<file path="src/rtl/alu8_pkg.sv">
package alu8_pkg;
  localparam int DW   = 8;
  localparam int OPW  = 5;

  // status word bit positions
  localparam int FC = 0;
  localparam int FZ = 1;
  localparam int FN = 2;
  localparam int FV = 3;
  localparam int FS = 4;
  localparam int FH = 5;
  localparam int FT = 6;
  localparam int FI = 7;

  typedef enum logic [OPW-1:0] {
    OP_ADD  = 5'd0,  OP_ADC = 5'd1,  OP_SUB = 5'd2,  OP_SBC = 5'd3,
    OP_CP   = 5'd4,  OP_CPC = 5'd5,  OP_AND = 5'd6,  OP_OR  = 5'd7,
    OP_XOR  = 5'd8,  OP_COM = 5'd9,  OP_NEG = 5'd10, OP_INC = 5'd11,
    OP_DEC  = 5'd12, OP_ASR = 5'd13, OP_LSR = 5'd14, OP_ROR = 5'd15,
    OP_SWAP = 5'd16
  } alu_op_e;

  // per-bit carry out of an addition x+y giving r
  function automatic logic [DW-1:0] add_carry_vec(input logic [DW-1:0] x, y, r);
    return (x & y) | (x & ~r) | (y & ~r);
  endfunction

  function automatic logic [DW-1:0] add_ovf_vec(input logic [DW-1:0] x, y, r);
    return (x & y & ~r) | (~x & ~y & r);
  endfunction

  // per-bit borrow out of a subtraction x-y giving r
  function automatic logic [DW-1:0] sub_borrow_vec(input logic [DW-1:0] x, y, r);
    return (~x & y) | (y & r) | (r & ~x);
  endfunction

  function automatic logic [DW-1:0] sub_ovf_vec(input logic [DW-1:0] x, y, r);
    return (x & ~y & ~r) | (~x & y & r);
  endfunction
endpackage

</file>
<file path="src/rtl/alu8_arith.sv">
module alu8_arith
  import alu8_pkg::*;
#(
  parameter int W = DW
) (
  input  alu_op_e        op,
  input  logic [W-1:0]   a,
  input  logic [W-1:0]   b,
  input  logic           cin,
  output logic [W-1:0]   r,
  output logic           h,
  output logic           c,
  output logic           v,
  output logic           zero
);
  localparam int HB = 3;

  logic [W-1:0] x, y, kvec, ovec;
  logic         ci, do_sub;

  always_comb begin
    x      = a;
    y      = b;
    ci     = 1'b0;
    do_sub = 1'b0;
    unique case (op)
      OP_ADC:              ci = cin;
      OP_SUB, OP_CP:       do_sub = 1'b1;
      OP_SBC, OP_CPC:      begin do_sub = 1'b1; ci = cin; end
      OP_NEG:              begin do_sub = 1'b1; x = '0; y = a; end
      OP_INC:              y = W'(1);
      OP_DEC:              begin do_sub = 1'b1; y = W'(1); end
      default:             ;
    endcase
  end

  always_comb begin
    if (do_sub) begin
      r    = x - y - {{(W-1){1'b0}}, ci};
      kvec = sub_borrow_vec(x, y, r);
      ovec = sub_ovf_vec(x, y, r);
    end else begin
      r    = x + y + {{(W-1){1'b0}}, ci};
      kvec = add_carry_vec(x, y, r);
      ovec = add_ovf_vec(x, y, r);
    end
  end

  assign h    = kvec[HB];
  assign c    = kvec[W-1];
  assign v    = ovec[W-1];
  assign zero = (r == '0);
endmodule

</file>
<file path="src/rtl/alu8_logic.sv">
module alu8_logic
  import alu8_pkg::*;
#(
  parameter int W = DW
) (
  input  alu_op_e       op,
  input  logic [W-1:0]  a,
  input  logic [W-1:0]  b,
  output logic [W-1:0]  r
);
  localparam int HALF = W / 2;

  always_comb begin
    unique case (op)
      OP_AND:  r = a & b;
      OP_OR:   r = a | b;
      OP_XOR:  r = a ^ b;
      OP_COM:  r = ~a;
      OP_SWAP: r = {a[HALF-1:0], a[W-1:HALF]};
      default: r = a;
    endcase
  end
endmodule

</file>
<file path="src/rtl/alu8_shift.sv">
module alu8_shift
  import alu8_pkg::*;
#(
  parameter int W = DW
) (
  input  alu_op_e       op,
  input  logic [W-1:0]  a,
  input  logic          cin,
  output logic [W-1:0]  r,
  output logic          c
);
  logic top_bit;

  always_comb begin
    unique case (op)
      OP_ASR:  top_bit = a[W-1];
      OP_ROR:  top_bit = cin;
      default: top_bit = 1'b0;
    endcase
  end

  assign r = {top_bit, a[W-1:1]};
  assign c = a[0];
endmodule

</file>
<file path="src/rtl/alu8_core.sv">
module alu8_core
  import alu8_pkg::*;
(
  input  logic [4:0] op_i,
  input  logic [7:0] a_i,
  input  logic [7:0] b_i,
  input  logic [7:0] sreg_i,
  output logic [7:0] res_o,
  output logic [7:0] sreg_o,
  output logic       wen_o
);
  alu_op_e op;
  assign op = alu_op_e'(op_i);

  // decode classes, brought out for the checker
  logic is_arith, is_logic, is_shift, is_cmp, is_chain, is_swap;
  assign is_cmp   = (op == OP_CP)  || (op == OP_CPC);
  assign is_chain = (op == OP_SBC) || (op == OP_CPC);
  assign is_swap  = (op == OP_SWAP);
  assign is_shift = (op == OP_ASR) || (op == OP_LSR) || (op == OP_ROR);
  assign is_logic = (op == OP_AND) || (op == OP_OR) || (op == OP_XOR) || (op == OP_COM);
  assign is_arith = (op_i <= 5'd5) || (op == OP_NEG) || (op == OP_INC) || (op == OP_DEC);

  logic [DW-1:0] ar_r, lg_r, sh_r;
  logic          ar_h, ar_c, ar_v, ar_zero, sh_c;
  logic          chain_zero;

  alu8_arith #(.W(DW)) u_arith (
    .op(op), .a(a_i), .b(b_i), .cin(sreg_i[FC]),
    .r(ar_r), .h(ar_h), .c(ar_c), .v(ar_v), .zero(ar_zero)
  );

  alu8_logic #(.W(DW)) u_logic (
    .op(op), .a(a_i), .b(b_i), .r(lg_r)
  );

  alu8_shift #(.W(DW)) u_shift (
    .op(op), .a(a_i), .cin(sreg_i[FC]), .r(sh_r), .c(sh_c)
  );

  assign chain_zero = ar_zero & sreg_i[FZ];

  logic [DW-1:0] res;
  logic [7:0]    fl;
  logic          keep_hc;

  assign keep_hc = (op == OP_INC) || (op == OP_DEC);

  always_comb begin
    res   = a_i;
    fl    = sreg_i;
    wen_o = 1'b1;
    if (is_arith) begin
      res   = ar_r;
      if (!keep_hc) begin
        fl[FH] = ar_h;
        fl[FC] = ar_c;
      end
      fl[FV] = ar_v;
      fl[FN] = ar_r[DW-1];
      fl[FS] = ar_r[DW-1] ^ ar_v;
      fl[FZ] = is_chain ? chain_zero : ar_zero;
      if (is_cmp) wen_o = 1'b0;
    end else if (is_logic) begin
      res    = lg_r;
      fl[FV] = 1'b0;
      fl[FN] = lg_r[DW-1];
      fl[FS] = lg_r[DW-1];
      fl[FZ] = (lg_r == '0);
      if (op == OP_COM) fl[FC] = 1'b1;
    end else if (is_shift) begin
      res    = sh_r;
      fl[FC] = sh_c;
      fl[FN] = sh_r[DW-1];
      fl[FV] = sh_r[DW-1] ^ sh_c;
      fl[FS] = sh_c;
      fl[FZ] = (sh_r == '0);
    end else if (is_swap) begin
      res = lg_r;
    end else begin
      wen_o = 1'b0;
    end
  end

  assign res_o  = res;
  assign sreg_o = fl;
endmodule

</file>
<file path="config.mk">
export PLATFORM = sky130hd
export DESIGN_NAME = alu8_core
export DESIGN_NICKNAME = d
export VERILOG_FILES = /design/src/rtl/alu8_pkg.sv /design/src/rtl/alu8_arith.sv /design/src/rtl/alu8_logic.sv /design/src/rtl/alu8_shift.sv /design/src/rtl/alu8_core.sv
export SDC_FILE = /design/constraint.sdc
export NUM_CORES = 1
export LEC_CHECK = 0
export BUFFER_PORTS_ARGS = -buffer_cell sky130_fd_sc_hd__buf_4
export CORE_AREA = 3 3 78 80
export DETAILED_ROUTE_END_ITERATION = 10
export DIE_AREA = 0 0 81 83
export PLACE_DENSITY = 0.62
export SYNTH_ARGS = -nofsm -noshare
export SYNTH_HDL_FRONTEND = slang
export SYNTH_SLANG_ARGS = --single-unit
</file>
<file path="constraint.sdc">
create_clock -name vclk -period 8.5
set_input_delay 0.85 -clock vclk [all_inputs]
set_output_delay 0.85 -clock vclk [all_outputs]
set_load 0.01 [all_outputs]
</file>
# ---- Word level (Yosys, flattened, before mapping)
# Cells that the tools add are included.
# W data, S select, Z words.
dict set report word_totals {
  reg_bits 0
  out_inout_bits 17
}
dict set report classes {
  n_addsub 4
  order_cmp 1
  eq_ne 16
  n_mux 26
  bitwise 29
  reduce_logical 17
}
# operator count
set op_table {}
lappend op_table {{$and A8 B8 Y8} 13}
lappend op_table {{$mux W8} 8}
lappend op_table {{$or A8 B8 Y8} 7}
lappend op_table {{$eq A5 B4 Y1 const B} 8}
lappend op_table {{$not A8 Y8} 5}
lappend op_table {{$pmux W8 S5} 1}
lappend op_table {{$logic_not A8 Y1} 3}
lappend op_table {{$eq A5 B3 Y1 const B} 4}
lappend op_table {{$pmux W8 S2} 1}
lappend op_table {{$mux W5} 3}
lappend op_table {{$mux W1} 12}
lappend op_table {{$logic_or A1 B1 Y1} 11}
lappend op_table {{$eq A5 B2 Y1 const B} 2}
lappend op_table {{$add A8 B1 Y8} 1}
lappend op_table {{$add A8 B8 Y8} 1}
lappend op_table {{$sub A8 B1 Y8} 1}
lappend op_table {{$sub A8 B8 Y8} 1}
lappend op_table {{$xor A8 B8 Y8} 1}
lappend op_table {{$reduce_or A6 Y1} 1}
lappend op_table {{$eq A5 B1 Y1 const B} 1}
lappend op_table {{$eq A5 B5 Y1 const B} 1}
lappend op_table {{$le A5 B3 Y1 const B} 1}
lappend op_table {{$reduce_or A3 Y1} 1}
lappend op_table {{$pmux W1 S2} 1}
lappend op_table {{3 further kinds} 4}

# ---- Logic depth before layout (Yosys ltp)
dict set report depth {
  ltp_word 12
  ltp_mapped 19
  ltp_nobuf 17
}

# ---- Cells and area by module
# From an unflattened synthesis, not the netlist that was laid out.
dict set report unflattened {
  hier_cells 379
  area_unflattened_um2 2783.9
}
# module instances cells_per_inst area_each_um2 seq_area_each_um2
set modules_own_cells {}
lappend modules_own_cells {alu8_arith 1 163 1192.4 0.0}
lappend modules_own_cells {alu8_core 1 113 800.8 0.0}
lappend modules_own_cells {alu8_logic 1 91 700.7 0.0}
lappend modules_own_cells {alu8_shift 1 12 90.1 0.0}

# ---- Worst setup path after synthesis
# No wires, ideal clock.
dict set report synth_timing {
  path_type {input to output}
  from {in op_i[2]}
  to {out sreg_o[3]}
  t_arrival_ps 4217
  t_required_ps 7650
  path_slack_ps 3433
  cell_stages 19
  path_buffers 3
  cell_sequence {buf_2 nor4b_2 nand2_1 clkbuf_1 clkbuf_1 nand2_1 inv_1 fa_1 a21o_1 a311oi_1 o21bai_1 a21oi_1 nor2_1 nor2_1 fa_1 a21boi_0 o21ai_0 o211ai_1 o21ai_0}
}
dict set report synth_via {
  elab_chain_len 10
  elab_cells_between_ends 55
  classes_between {4 x add/sub; 1 x order compare; 15 x eq/ne; 9 x mux; 15 x bitwise; 11 x reduce/logical}
}
# element line_no
set synth_lines {}
lappend synth_lines {{from (decl)} alu8_core.sv:4} ;# input logic [4:0] op_i,
lappend synth_lines {{$eq A5 B4 Y1} {alu8_arith.sv:26, alu8_core.sv:22}}
lappend synth_lines {{$reduce_or A2 Y1 (no source line)} n/a}
lappend synth_lines {{$pmux W8 S2} alu8_arith.sv:26} ;# unique case (op)
lappend synth_lines {{$add A8 B8 Y8 / $sub A8 B8 Y8 (equally long branches)} {alu8_arith.sv:43, alu8_arith.sv:39}}
lappend synth_lines {{$add A8 B1 Y8 / $sub A8 B1 Y8 (equally long branches)} {alu8_arith.sv:43, alu8_arith.sv:39}}
lappend synth_lines {{$not A8 Y8, on equally long branches} {alu8_pkg.sv:29, alu8_pkg.sv:38}}
lappend synth_lines {{$and A8 B8 Y8, on equally long branches} {alu8_pkg.sv:29, alu8_pkg.sv:38}}
lappend synth_lines {{$or A8 B8 Y8, on equally long branches} {alu8_pkg.sv:29, alu8_pkg.sv:38}}
lappend synth_lines {{$mux W8} alu8_arith.sv:38} ;# if (do_sub) begin
lappend synth_lines {{$mux W5 (*)} alu8_core.sv:53} ;# if (is_arith) begin
lappend synth_lines {{to (decl)} alu8_core.sv:9} ;# output logic [7:0] sreg_o,
# Every way passes the cells marked *; elsewhere a longest branch is shown, timed or not.

# ---- Worst setup path in the final report
dict set report layout_timing {
  from {in op_i[4]}
  to {out sreg_o[3]}
}
# Same word-level chain as after synthesis.

==> out/summary.txt <==
Outcome = complete, no violations
Top delay family on crit path = compound AO/OA/AOI/OAI gates
RePlAce Congestion = 0.8819
Number of remaining DRC errors = 0
Post-route minimum period = 5598 ps
Nets = 418
First-pass iteration count of the detailed router = 5
Max-slew headroom = 0.3992
Total area of sequential cells = 0 um2
Detailed Route WL = 6.587 mm
Detailed placer's ending HPWL = 5.381 mm
CP bufs+invs = 2
RSZ-0062 raised after global routing = no
Hold Slack = 1700 ps
Final core occ = 0.4506
Clkbuf count = 0
Post-CTS resize count = 0
Sequential cell count = 0
Die Ht = 83 um
Antenna viol nets, final = 0
Yosys top cell area share = 0.2089
Layout Area Growth over Synthesis = 14.39%
Fmax = 178.6 MHz
Actual slew at the worst max-slew pin = 901.2 ps
Largest net degree at the start of global routing = 22
Ranking of synthesized cells by area = ha_1 21%, inv_1 6.4%, nand2_1 5.9%
Hold Crit Start = sreg_i[6]
Avg Cell Area, Syn = 6.654 um2
Core Footprint = 5473 um2
Via density = 5.751
Cell Area, Synth = 2156 um2
Worst path cell trace = buf_4, nor4b_2, nand2_1, nand2_1, o211ai_1, fa_1, a21o_1, a311oi_1, o21bai_1, a21oi_1, nor2_1, nor2_1, fa_1, a21boi_0, o21ai_0, o211ai_1, o21ai_0, buf_4
Pre-CTS worst setup slack = 2924 ps
Worst EP arrival = 4750 ps
I/O pins = 46
Clk pwr share = 0
Final setup fails = 0
Syn Nets = 395
Global-route wire length before repair = 10.90 mm
Vias = 2,398
Crit Path Class = input pin to output port
Worst path slowest cell = fa_1
Pwr/cell area = 72.43 nW/um2
Switch share = 0.5713
Leakage = 1.262 nW
Ratio of cells with drive above 1 in the final layout = 0.1391
Startpoint types = input pin
Multi-input combinational cell area = 1922 um2
GRT Util Overall = 0.1962
Fill cell count = 592
Flop pwr share = 0
Gate power share = 1.000
Peak VDD IR = 0.03026 mV
CP peak stage delay = 480 ps
Setup ws final = 2902 ps
GRT overflow = 0
TNS Setup = 0 ps
Die X-Extent = 81 um
Row count = 27
Vias in the first global route = 2,226
Synth area leader = ha_1
Postcts setup bufs = 0
Hold_buf cts = 0
Max Cap Viol = 0
Sequential cell area fraction in the yosys report = 0
Count of input and output buffers = 42
Internal = 0.07658 mW
CP max FO = 21
Worst Setup End Kind = output port
HP Class = input pin to output port
Die area = 6723 um2
Most common cell after layout, fill and taps aside = buf_4
Synth cell types = 51
Diodes inserted = 0
Slew Viols, Final = 0
Initial Util = 0.3939
Critical path data required time = 7650 ps
WL/cell = 15.80 um
1st-iter DRT viols = 217
Fin crit share = 0.6586
Most frequent cells in the layout = 42 x buf_4, 37 x inv_1, 36 x ha_1
Hold Fails Final Rpt = 0
Worst setup path start = op_i[4]
Antenna violations before repair = 0
Post-Syn Instances = 324
Number of synthesis warnings = 0
Psw = 0.1020 mW
==> worst paths after layout <==
kind   endpoint  cells past startpoint
max   sreg_o[3]                     18
min   sreg_o[6]                      0
==> logic make-up after synthesis <==
kind of cell,after synthesis,share of synthesized area
buffers and inverters,58,0.1085
muxes,3,0.01451
AOI/OAI and AO/OA,106,0.3343
and+or+nand+nor,104,0.2333
xor gates and xnor gates,11,0.04469
adders and majority gates,42,0.2647
==> metrics by stage <==
step | std cells | power, mW | cell area (um2)
2_1_floorplan | 324 | 0.1204 | 2156
3_3_place_gp | 417 | 0.1761 | 2466
3_5_place_dp | 417 | 0.1780 | 2466
4_1_cts | 417 | 0.1785 | 2466
5_1_grt | 417 | 0.2026 | 2466
6_report | 417 | 0.1786 | 2466
==> final cells by class <==
class,instances,area share
inverters,37,0.05632
multi-input cells,266,0.7793
well taps,72,0.03653
repair buffers,42,0.1279
==> power groups by stage <==
stage | clock (mW) | combinational, mW | sequential, mW
2_1_floorplan | 0 | 0.120 | 0
6_report | 0 | 0.179 | 0
3_5_place_dp | 0 | 0.178 | 0
4_1_cts | 0 | 0.178 | 0
3_3_place_gp | 0 | 0.176 | 0
5_1_grt | 0 | 0.203 | 0
==> Yosys cell counts (all sizes together), types with 5 or more instances <==
cell / number
a22o: 5
a21oi: 17
nand3: 12
a21o: 7
inv: 37
buf: 9
ha: 36
fa: 6
xnor2: 8
a31oi: 5
a211oi: 6
o2bb2ai: 6
nand2: 34
nor2: 27
o21ai: 24
clkbuf: 12
nor3: 5
a22oi: 9
==> per-layer routing <==
layer | up-vias | GRT usage | share of wire
met5 | - | 0 | 0
met4 | 0 | 0.03072 | 0.015
met3 | 6 | 0.006508 | 0.052
met2 | 85 | 0.3294 | 0.46
met1 | 1120 | 0.2797 | 0.47
li1 | 1187 | - | -
(Power assumes the default switching activity.)
